==> config.mk <==
export PLATFORM = sky130hd
export DESIGN_NAME = issue_ctrl
export DESIGN_NICKNAME = d
export VERILOG_FILES = /design/src/rtl/issue_ctrl.sv
export SDC_FILE = /design/constraint.sdc
export NUM_CORES = 1
export LEC_CHECK = 0
export BUFFER_PORTS_ARGS = -buffer_cell sky130_fd_sc_hd__buf_2
export CORE_ASPECT_RATIO = 1.1
export CORE_MARGIN = 4
export CORE_UTILIZATION = 25
export CTS_BUF_LIST = sky130_fd_sc_hd__clkbuf_4 sky130_fd_sc_hd__clkbuf_8
export CTS_CLUSTER_SIZE = 30
export DETAILED_ROUTE_END_ITERATION = 10
export GPL_TIMING_DRIVEN = 0
export PLACE_DENSITY_LB_ADDON = 0.15
export SLEW_MARGIN = 5
export SYNTH_ARGS = -nofsm -noshare
export SYNTH_HDL_FRONTEND = slang
export SYNTH_SLANG_ARGS = --single-unit
==> constraint.sdc <==
create_clock -name clk -period 6.15 [get_ports clk]
set_clock_uncertainty 0.1 [all_clocks]
set_input_delay 0.615 -clock clk [delete_from_list [all_inputs] [get_ports clk]]
set_output_delay 0.615 -clock clk [all_outputs]
set_load 0.01 [all_outputs]
==> src/rtl/issue_ctrl.sv <==
module issue_ctrl #(
  parameter int RW      = 6,
  parameter int LAT_INT = 1,
  parameter int LAT_ADD = 2,
  parameter int LAT_MUL = 5,
  parameter int LAT_DIV = 19
) (
  input  logic          clk,
  input  logic          rst_n,
  input  logic          dec_valid,
  input  logic [1:0]    dec_unit,
  input  logic [RW-1:0] dec_rd,
  input  logic          dec_rd_en,
  input  logic [RW-1:0] dec_rs1,
  input  logic          dec_rs1_en,
  input  logic [RW-1:0] dec_rs2,
  input  logic          dec_rs2_en,
  input  logic          mem_stall,
  output logic          issue,
  output logic          stall,
  output logic [2:0]    fwd_sel1,
  output logic [2:0]    fwd_sel2,
  output logic [3:0]    wb_grant
);
  localparam int NREG  = 1 << RW;
  localparam int LM1   = (LAT_INT > LAT_ADD) ? LAT_INT : LAT_ADD;
  localparam int LM2   = (LAT_MUL > LAT_DIV) ? LAT_MUL : LAT_DIV;
  localparam int LMAX  = (LM1 > LM2) ? LM1 : LM2;
  localparam int DEPTH = LMAX + 1;
  localparam int CW    = $clog2(DEPTH + 1);

  logic [CW-1:0]    pend  [NREG];
  logic [1:0]       punit [NREG];
  logic [DEPTH-1:0] slot_v;
  logic [1:0]       slot_u [DEPTH];
  logic [CW-1:0]    lat, lat_m1;
  logic             raw1, raw2, waw, conf;

  always_comb begin
    case (dec_unit)
      2'd0:    lat = CW'(LAT_INT);
      2'd1:    lat = CW'(LAT_ADD);
      2'd2:    lat = CW'(LAT_MUL);
      default: lat = CW'(LAT_DIV);
    endcase
  end
  assign lat_m1 = lat - CW'(1);

  assign raw1  = dec_rs1_en && (pend[dec_rs1] > CW'(1));
  assign raw2  = dec_rs2_en && (pend[dec_rs2] > CW'(1));
  assign waw   = dec_rd_en  && (pend[dec_rd] > lat);
  assign conf  = dec_rd_en  && slot_v[lat];
  assign issue = dec_valid && !mem_stall && !(raw1 || raw2 || waw || conf);
  assign stall = dec_valid && !issue;

  assign fwd_sel1 = (dec_rs1_en && pend[dec_rs1] == CW'(1)) ? {1'b1, punit[dec_rs1]} : 3'b000;
  assign fwd_sel2 = (dec_rs2_en && pend[dec_rs2] == CW'(1)) ? {1'b1, punit[dec_rs2]} : 3'b000;
  assign wb_grant = (slot_v[0] && !mem_stall) ? (4'b0001 << slot_u[0]) : 4'b0000;

  always_ff @(posedge clk) begin
    if (!rst_n) begin
      for (int r = 0; r < NREG; r++) begin
        pend[r]  <= '0;
        punit[r] <= '0;
      end
      slot_v <= '0;
      for (int i = 0; i < DEPTH; i++) slot_u[i] <= '0;
    end else if (!mem_stall) begin
      for (int r = 0; r < NREG; r++)
        if (pend[r] != '0) pend[r] <= pend[r] - CW'(1);
      slot_v <= slot_v >> 1;
      for (int i = 0; i < DEPTH - 1; i++) slot_u[i] <= slot_u[i+1];
      slot_u[DEPTH-1] <= '0;
      if (issue && dec_rd_en) begin
        pend[dec_rd]    <= lat;
        punit[dec_rd]   <= dec_unit;
        slot_v[lat_m1]  <= 1'b1;
        slot_u[lat_m1]  <= dec_unit;
      end
    end
  end

  AST_FWD1_ON_BUS: assert property (@(posedge clk) disable iff (!rst_n)
    (issue && fwd_sel1[2]) |-> wb_grant[fwd_sel1[1:0]]);
  AST_FWD2_ON_BUS: assert property (@(posedge clk) disable iff (!rst_n)
    (issue && fwd_sel2[2]) |-> wb_grant[fwd_sel2[1:0]]);
  AST_INT_ONE_CYCLE: assert property (@(posedge clk) disable iff (!rst_n)
    (issue && dec_rd_en && dec_unit == 2'd0) |=> (wb_grant[0] || mem_stall));
  AST_FREEZE_HOLDS: assert property (@(posedge clk) disable iff (!rst_n)
    mem_stall |=> $stable(slot_v));
  AST_FREEZE_QUIET: assert property (@(posedge clk) disable iff (!rst_n)
    mem_stall |-> (!issue && wb_grant == 4'b0000));
endmodule

==> impl_metrics.tcl, run 1 <==
set metrics [dict create \
    grt_pass1_vias 30200 \
    async_flop_share 0 \
    ys_types 89 \
    worst_ep_arrival_time_ns 5.62 \
    numCtsBuffers 99 \
    vias_per_cell 5.80 \
    violations "negative setup slack" \
    gp_congestion 1.03 \
    peakVddDrop_mv 0.160 \
    finalSetupViolCount 11 \
    worst_slew_pin_slew_ns 1.48 \
    dpl.hpwl_mm 141 \
    pre_cts_ws_ns -4.59 \
    detailed_place.area_um2 38000 \
    tns_ns -1.28 \
    drv_slew 0 \
    drive_above_1_share 0.214 \
    fp-row-count 144 \
    rsz0062_at_grt "true" \
    area_delta_synth_final_pct 16.5 \
    final_cell_mix "edfxtp_1 (424), nand2_1 (316), nor3_1 (289)" \
    hold_start "dec_unit[0]" \
    ant_nets 0 \
    pin_count 39 \
    clockBufferDepth 3 \
    final-hold-violation-count 0 \
    cap_viol_max_count 0 \
    p_per_area_nw_per_um2 290 \
    cpPeakStageDelay_ns 0.44 \
    drt-pass1-iter-count 6 \
    r2r_start "pend[55][1]" \
    path_clk_slew_ns 0.06 \
    synth_edf_count 424 \
    yosys_warnings 0 \
    drc 0 \
    crit_path_start_kind "input port" \
    post_drt_wl_per_cell_um 34.7 \
    min_path_type "in -> reg" \
    status "finished with violations" \
    grt_max_degree 30 \
    multiInputGateArea_um2 19900 \
    cts.sink_count 508 \
    synth_area_leaders "edfxtp_1 (36%), mux4_2 (9.6%), mux2i_1 (5.4%)" \
    yosys.area.top_type "edfxtp_1" \
    total_power_mw 12.0 \
    slowest_stage "a21oi_2" \
    final-seq-area_um2 14400 \
    nets 3608 \
    hold_buffers 0 \
    endpoint_kind "output port" \
    layout_commonest_cell "edfxtp_1" \
    cp_max_fo 8 \
    min_period_ns 6.33 \
    core_um2 141000 \
    fin_area_um2 41400 \
    grt_pass1_wl_mm 256 \
    critPathKind "in -> out" \
    die_height_um 403 \
    overflow 0 \
    power_leakage_nw 16.2 \
    yosysTopAreaCellShare 0.359 \
    critPathLaunch "dec_rd[1]" \
    grt_use_total 0.246 \
    initial_utilization 0.253 \
    syn_area_per_cell_um2 10.7 \
    synthCells 3322 \
    clk_latency_ns 0.86 \
    nFillCells 14800 \
    worstPathRequired_ns 5.43 \
    num_vias 31400 \
    setup_ws_ns -0.181 \
    tritoncts "done" \
    port_buffers 31 \
    synth_flop_cell "edfxtp_1" \
    cp_cell_sequence "buf_6 > nand2b_2 > nor2_2 > clkbuf_8 > buf_4 > a22oi_1 > nand2_1 > nor3_2 > a41oi_1 > a21oi_2 > o221ai_4 > ha_4 > and4_1 > a21oi_2 > a311oi_4 > nand4b_1 > o31ai_4 > buf_6 > buf_12 > o211a_4 > nor2b_2 > buf_2" \
    fp.dieArea_um2 148000 \
    antenna_found_initial 12 \
    netlist_area_um2 35500 \
    critPathBufInv 6 \
    wirelength_mm 188 \
    finalCritPeriodShare 1.03 \
    ys_ff_latch 508 \
    final_util 0.294 \
    htree_levels 3 \
    yosysSeqAreaShare 0.406 \
    root_buffer "clkbuf_8" \
    drtIter0Drc 3665 \
    cp_top_family "compound AO/OA/AOI/OAI gates" \
    fmax_ghz 0.158 \
    die_x_um 367 \
    relSlewSlack 0.0134 \
]
routing by layer:
metal  GRT usage  wire, um
met1       0.318     77400
met2       0.378     82200
met4       0.145     12300
met5           0         0
met3      0.0558     16000
layout make-up:
class	count	area share
plain buffers	234	0.0362
diodes	16	0.000968
repair buffers	70	0.0138
multi-input cells	2432	0.481
clock buffers	147	0.0429
flip-flops and latches	508	0.349
well taps	1825	0.0552
clock inverters	36	0.00823
inverters	145	0.0135
what timing repair did:
item                                    in CTS  in global routing
endpoints found under the setup margin     846                 13
resized for setup                          216                 18
pin swaps                                   30                 20
buffers inserted                            28                  7
cloned                                       1                  0
final timing paths:
check,end,slack (ns),depth (start not counted)
min,pend[27][1],0.17,3
max,stall,-0.18,22
min reg2reg,slot_v[8],0.39,2
max reg2reg,pend[33][0],0.06,16
stage by stage:
step / hold WS [ns] / cells
after detailed placement: 0.381 / 5182
after CTS: 0.0912 / 5392
after global placement: 0.368 / 5179
after global routing: 0.177 / 5400
after floorplan: 0.352 / 3323
final: 0.174 / 5413
synthesized netlist by cell type (37+ instances only):
cell and instances:
xor2_1 109, ha_1 91, mux2i_1 190, nor3_1 291, nand2_1 322, nor4_1 77
nand3_1 108, a22oi_1 84, dfxtp_1 84, inv_1 137, nor3_2 40, and3_1 88
edfxtp_1 424, mux4_2 152, buf_2 37, clkbuf_1 152, xnor2_1 38, mux2_1 41
nand4_4 42, mux2_2 37, nor2_1 261
where the power goes:
| group | internal, mW | leakage [nW] | switching, mW |
|---|---|---|---|
| Clock | 2.10 | 1.11 | 1.70 |
| Combinational | 1.25 | 9.90 | 2.02 |
| Sequential | 4.22 | 5.22 | 0.719 |
state kept, by name (all words and copies together), names as in the netlist:
| name | cells |
|---|---|
| punit | 128 |
| pend | 320 |
| slot_v | 20 |
| slot_u | 40 |
worst reg2reg max path, stage by stage (launching register included):
cell	delay, ns
edfxtp_1	0.51
a22oi_1	0.21
nand4_1	0.27
a22o_4	0.38
a2111oi_4	0.44
o21ai_2	0.17
ha_1	0.32
and3b_1	0.18
o21ai_2	0.13
a21oi_2	0.10
a311oi_4	0.35
nand4b_1	0.30
o31ai_4	0.42
buf_6	0.16
buf_4	0.19
nand4_1	0.86
nand3_1	0.67
cells by family (layout without fill, tap and decap cells):
kind of cell | Yosys count | in the layout | synth area share
fa+ha+maj | 91 | 91 | 0.0321
flops | 508 | 508 | 0.406
compound gates | 304 | 304 | 0.0641
mux | 453 | 453 | 0.189
simple gates | 1435 | 1435 | 0.227
buf+inv | 383 | 632 | 0.0455
other cells | 1 | 18 | 0.000106
xor+xnor | 147 | 147 | 0.0363
Note: power is estimated with default switching activity, not from simulation.
==> run 2, diff against run 1 <==
--- a/config.mk
+++ b/config.mk
@@ -14,6 +14,7 @@
 export DETAILED_ROUTE_END_ITERATION = 10
 export GPL_TIMING_DRIVEN = 0
 export PLACE_DENSITY_LB_ADDON = 0.15
+export RECOVER_POWER = 50
 export SLEW_MARGIN = 5
 export SYNTH_ARGS = -nofsm -noshare
 export SYNTH_HDL_FRONTEND = slang
==> run 2 against run 1 <==
Compared with the run above: critical path type unchanged; die area stayed put; combinational power about the same; wire length hardly changed; flip-flop and latch count unchanged; clock power is essentially flat; sequential share of layout area barely moved; fmax is essentially flat; largest power group unchanged; worst setup slack got worse by 0.0038 ns; non-clock buffer count did not move; the run ends with max-capacitance violations, max-slew violations, negative setup slack left; critical path depth unchanged.
==> impl_metrics.tcl, run 2 (synthesized netlist as in run 1, its figures left out) <==
set metrics [dict create \
    status "finished with violations" \
    violations "max-capacitance violations, max-slew violations, negative setup slack" \
    area_delta_synth_final_pct 16.4 \
    nets 3608 \
    cap_viol_max_count 1 \
    p_switching_mw 4.44 \
    antenna_found_initial 12 \
    drtIter0Drc 3590 \
    overflow 0 \
    drt-pass1-iter-count 6 \
    largest_register_ffs 320 \
    numCtsBuffers 99 \
    fp.dieArea_um2 148000 \
    sw_frac_of_total 0.370 \
    die_x_um 367 \
    detailed_place.area_um2 38000 \
    drc 0 \
    p_clk_frac 0.316 \
    root_buffer "clkbuf_8" \
    cts.sink_count 508 \
    power_leakage_nw 16.2 \
    worstPathRequired_ns 5.43 \
    peakVddDrop_mv 0.160 \
    port_buffers 31 \
    top_regs "pend: 320 flops, punit: 128 flops, slot_u: 40 flops" \
    grt_pass1_vias 30200 \
    vias_per_cell 5.79 \
    fmax_ghz 0.158 \
    setup_ws_ns -0.185 \
    wirelength_mm 188 \
    fin_area_um2 41300 \
    layout_commonest_cell "edfxtp_1" \
    num_vias 31300 \
    drive_above_1_share 0.212 \
    ant_nets 0 \
    fp-row-count 144 \
    finalCritPeriodShare 1.03 \
    worst_slew_pin_slew_ns 1.55 \
    total_power_mw 12.0 \
    seqPwrFrac 0.412 \
    pwr-share-comb 0.272 \
    htree_levels 3 \
    grt_pass1_wl_mm 256 \
    drv_slew 30 \
    path_clk_slew_ns 0.06 \
    clk_latency_ns 0.86 \
    worst_ep_arrival_time_ns 5.62 \
    dpl.hpwl_mm 141 \
    min_path_type "in -> reg" \
    die_height_um 403 \
    tritoncts "done" \
    final-hold-violation-count 0 \
    final_cell_mix "edfxtp_1 (424), nand2_1 (317), nor3_1 (289)" \
    endpoint_kind "output port" \
    gp_congestion 1.03 \
    pin_count 39 \
    relSlewSlack -0.0301 \
    critPathKind "in -> out" \
    cp_max_fo 8 \
    clockBufferDepth 3 \
    nFillCells 14800 \
    grt_use_total 0.246 \
    p_int_mw 7.57 \
    post_drt_wl_per_cell_um 34.7 \
    grt_max_degree 30 \
    initial_utilization 0.253 \
    finalSetupViolCount 11 \
    regMostFlops "pend" \
    core_um2 141000 \
    p_per_area_nw_per_um2 290 \
    rsz0062_at_grt "true" \
    final_util 0.294 \
    hold_buffers 0 \
    crit_path_start_kind "input port" \
    min_period_ns 6.33 \
]
==> run 2: changes by cell type in the layout (fill, tap and decap cells not counted), sizes merged <==
cell    previous run  this run
clkbuf           295       303
buf              155       147
diode             16        14
==> run 2: critical path: stages <==
cell and delay (ns):
buf_6 0.18, nand2b_2 0.38, nor2_2 0.10, clkbuf_8 0.22, buf_4 0.17, a22oi_1 0.19
nand2_1 0.09, nor3_2 0.32, a41oi_1 0.16, a21oi_2 0.44, o221ai_4 0.23, ha_4 0.34
and4_1 0.21, a21oi_2 0.06, a311oi_4 0.34, nand4b_1 0.32, o31ai_4 0.42, buf_6 0.16
buf_12 0.09, o211a_4 0.33, nor2b_2 0.07, buf_2 0.14
==> run 2: what timing repair did <==
item / in CTS / in global routing
setup endpoints to repair: 846 / 13
gates resized for setup: 216 / 18
pin swaps: 30 / 20
buffers inserted: 28 / 7
cloned: 1 / 0
==> run 2: worst paths after layout <==
path | startpoint | to | slack (ns) | cells after the start
setup reg to reg | pend[62][1] | pend[33][0] | 0.10 | 18
hold reg to reg | slot_v[9] | slot_v[8] | 0.39 | 2
hold / removal | dec_unit[0] | pend[27][1] | 0.17 | 3
setup / recovery | dec_rd[1] | stall | -0.18 | 22
==> run 2: power groups by stage <==
stage	combinational (mW)	clock [mW]	sequential (mW)
2_1_floorplan	2.15	0	4.60
3_3_place_gp	3.06	0	4.97
3_5_place_dp	3.05	0	4.96
4_1_cts	3.19	3.88	4.90
5_1_grt	3.47	4.03	4.96
6_report	3.26	3.80	4.94
==> run 2: metrics by stage <==
step / setup slack (ns) / hold WS, ns / cells / TNS, ns
after floorplan: 0.621 / 0.352 / 3323 / 0
after global placement: -4.71 / 0.368 / 5179 / -3370.69
after detailed placement: -4.59 / 0.381 / 5182 / -3271.52
after CTS: -0.0672 / 0.0912 / 5392 / -0.0908
after global routing: -0.110 / 0.177 / 5401 / -0.154
final: -0.185 / 0.171 / 5411 / -0.947
==> run 2: layout make-up <==
cell class / instances / area [um2] / area share
buffer: 234 / 1500 / 0.0362
tap: 1825 / 2280 / 0.0553
sequential: 508 / 14400 / 0.349
timing repair buffer: 70 / 548 / 0.0133
antenna: 14 / 35.0 / 0.000848
inverter: 145 / 558 / 0.0135
multi-input combinational: 2432 / 19900 / 0.481
clock inverter: 36 / 340 / 0.00823
clock buffer: 147 / 1770 / 0.0429
==> run 2: per-layer routing <==
| metal | wire length (um) | GRT usage | vias to the layer above |
|---|---|---|---|
| li1 | - | - | 13100 |
| met2 | 82400 | 0.378 | 1758 |
| met5 | 0 | 0 | - |
| met3 | 16000 | 0.0558 | 485 |
| met1 | 77400 | 0.318 | 16000 |
| met4 | 12200 | 0.145 | 0 |
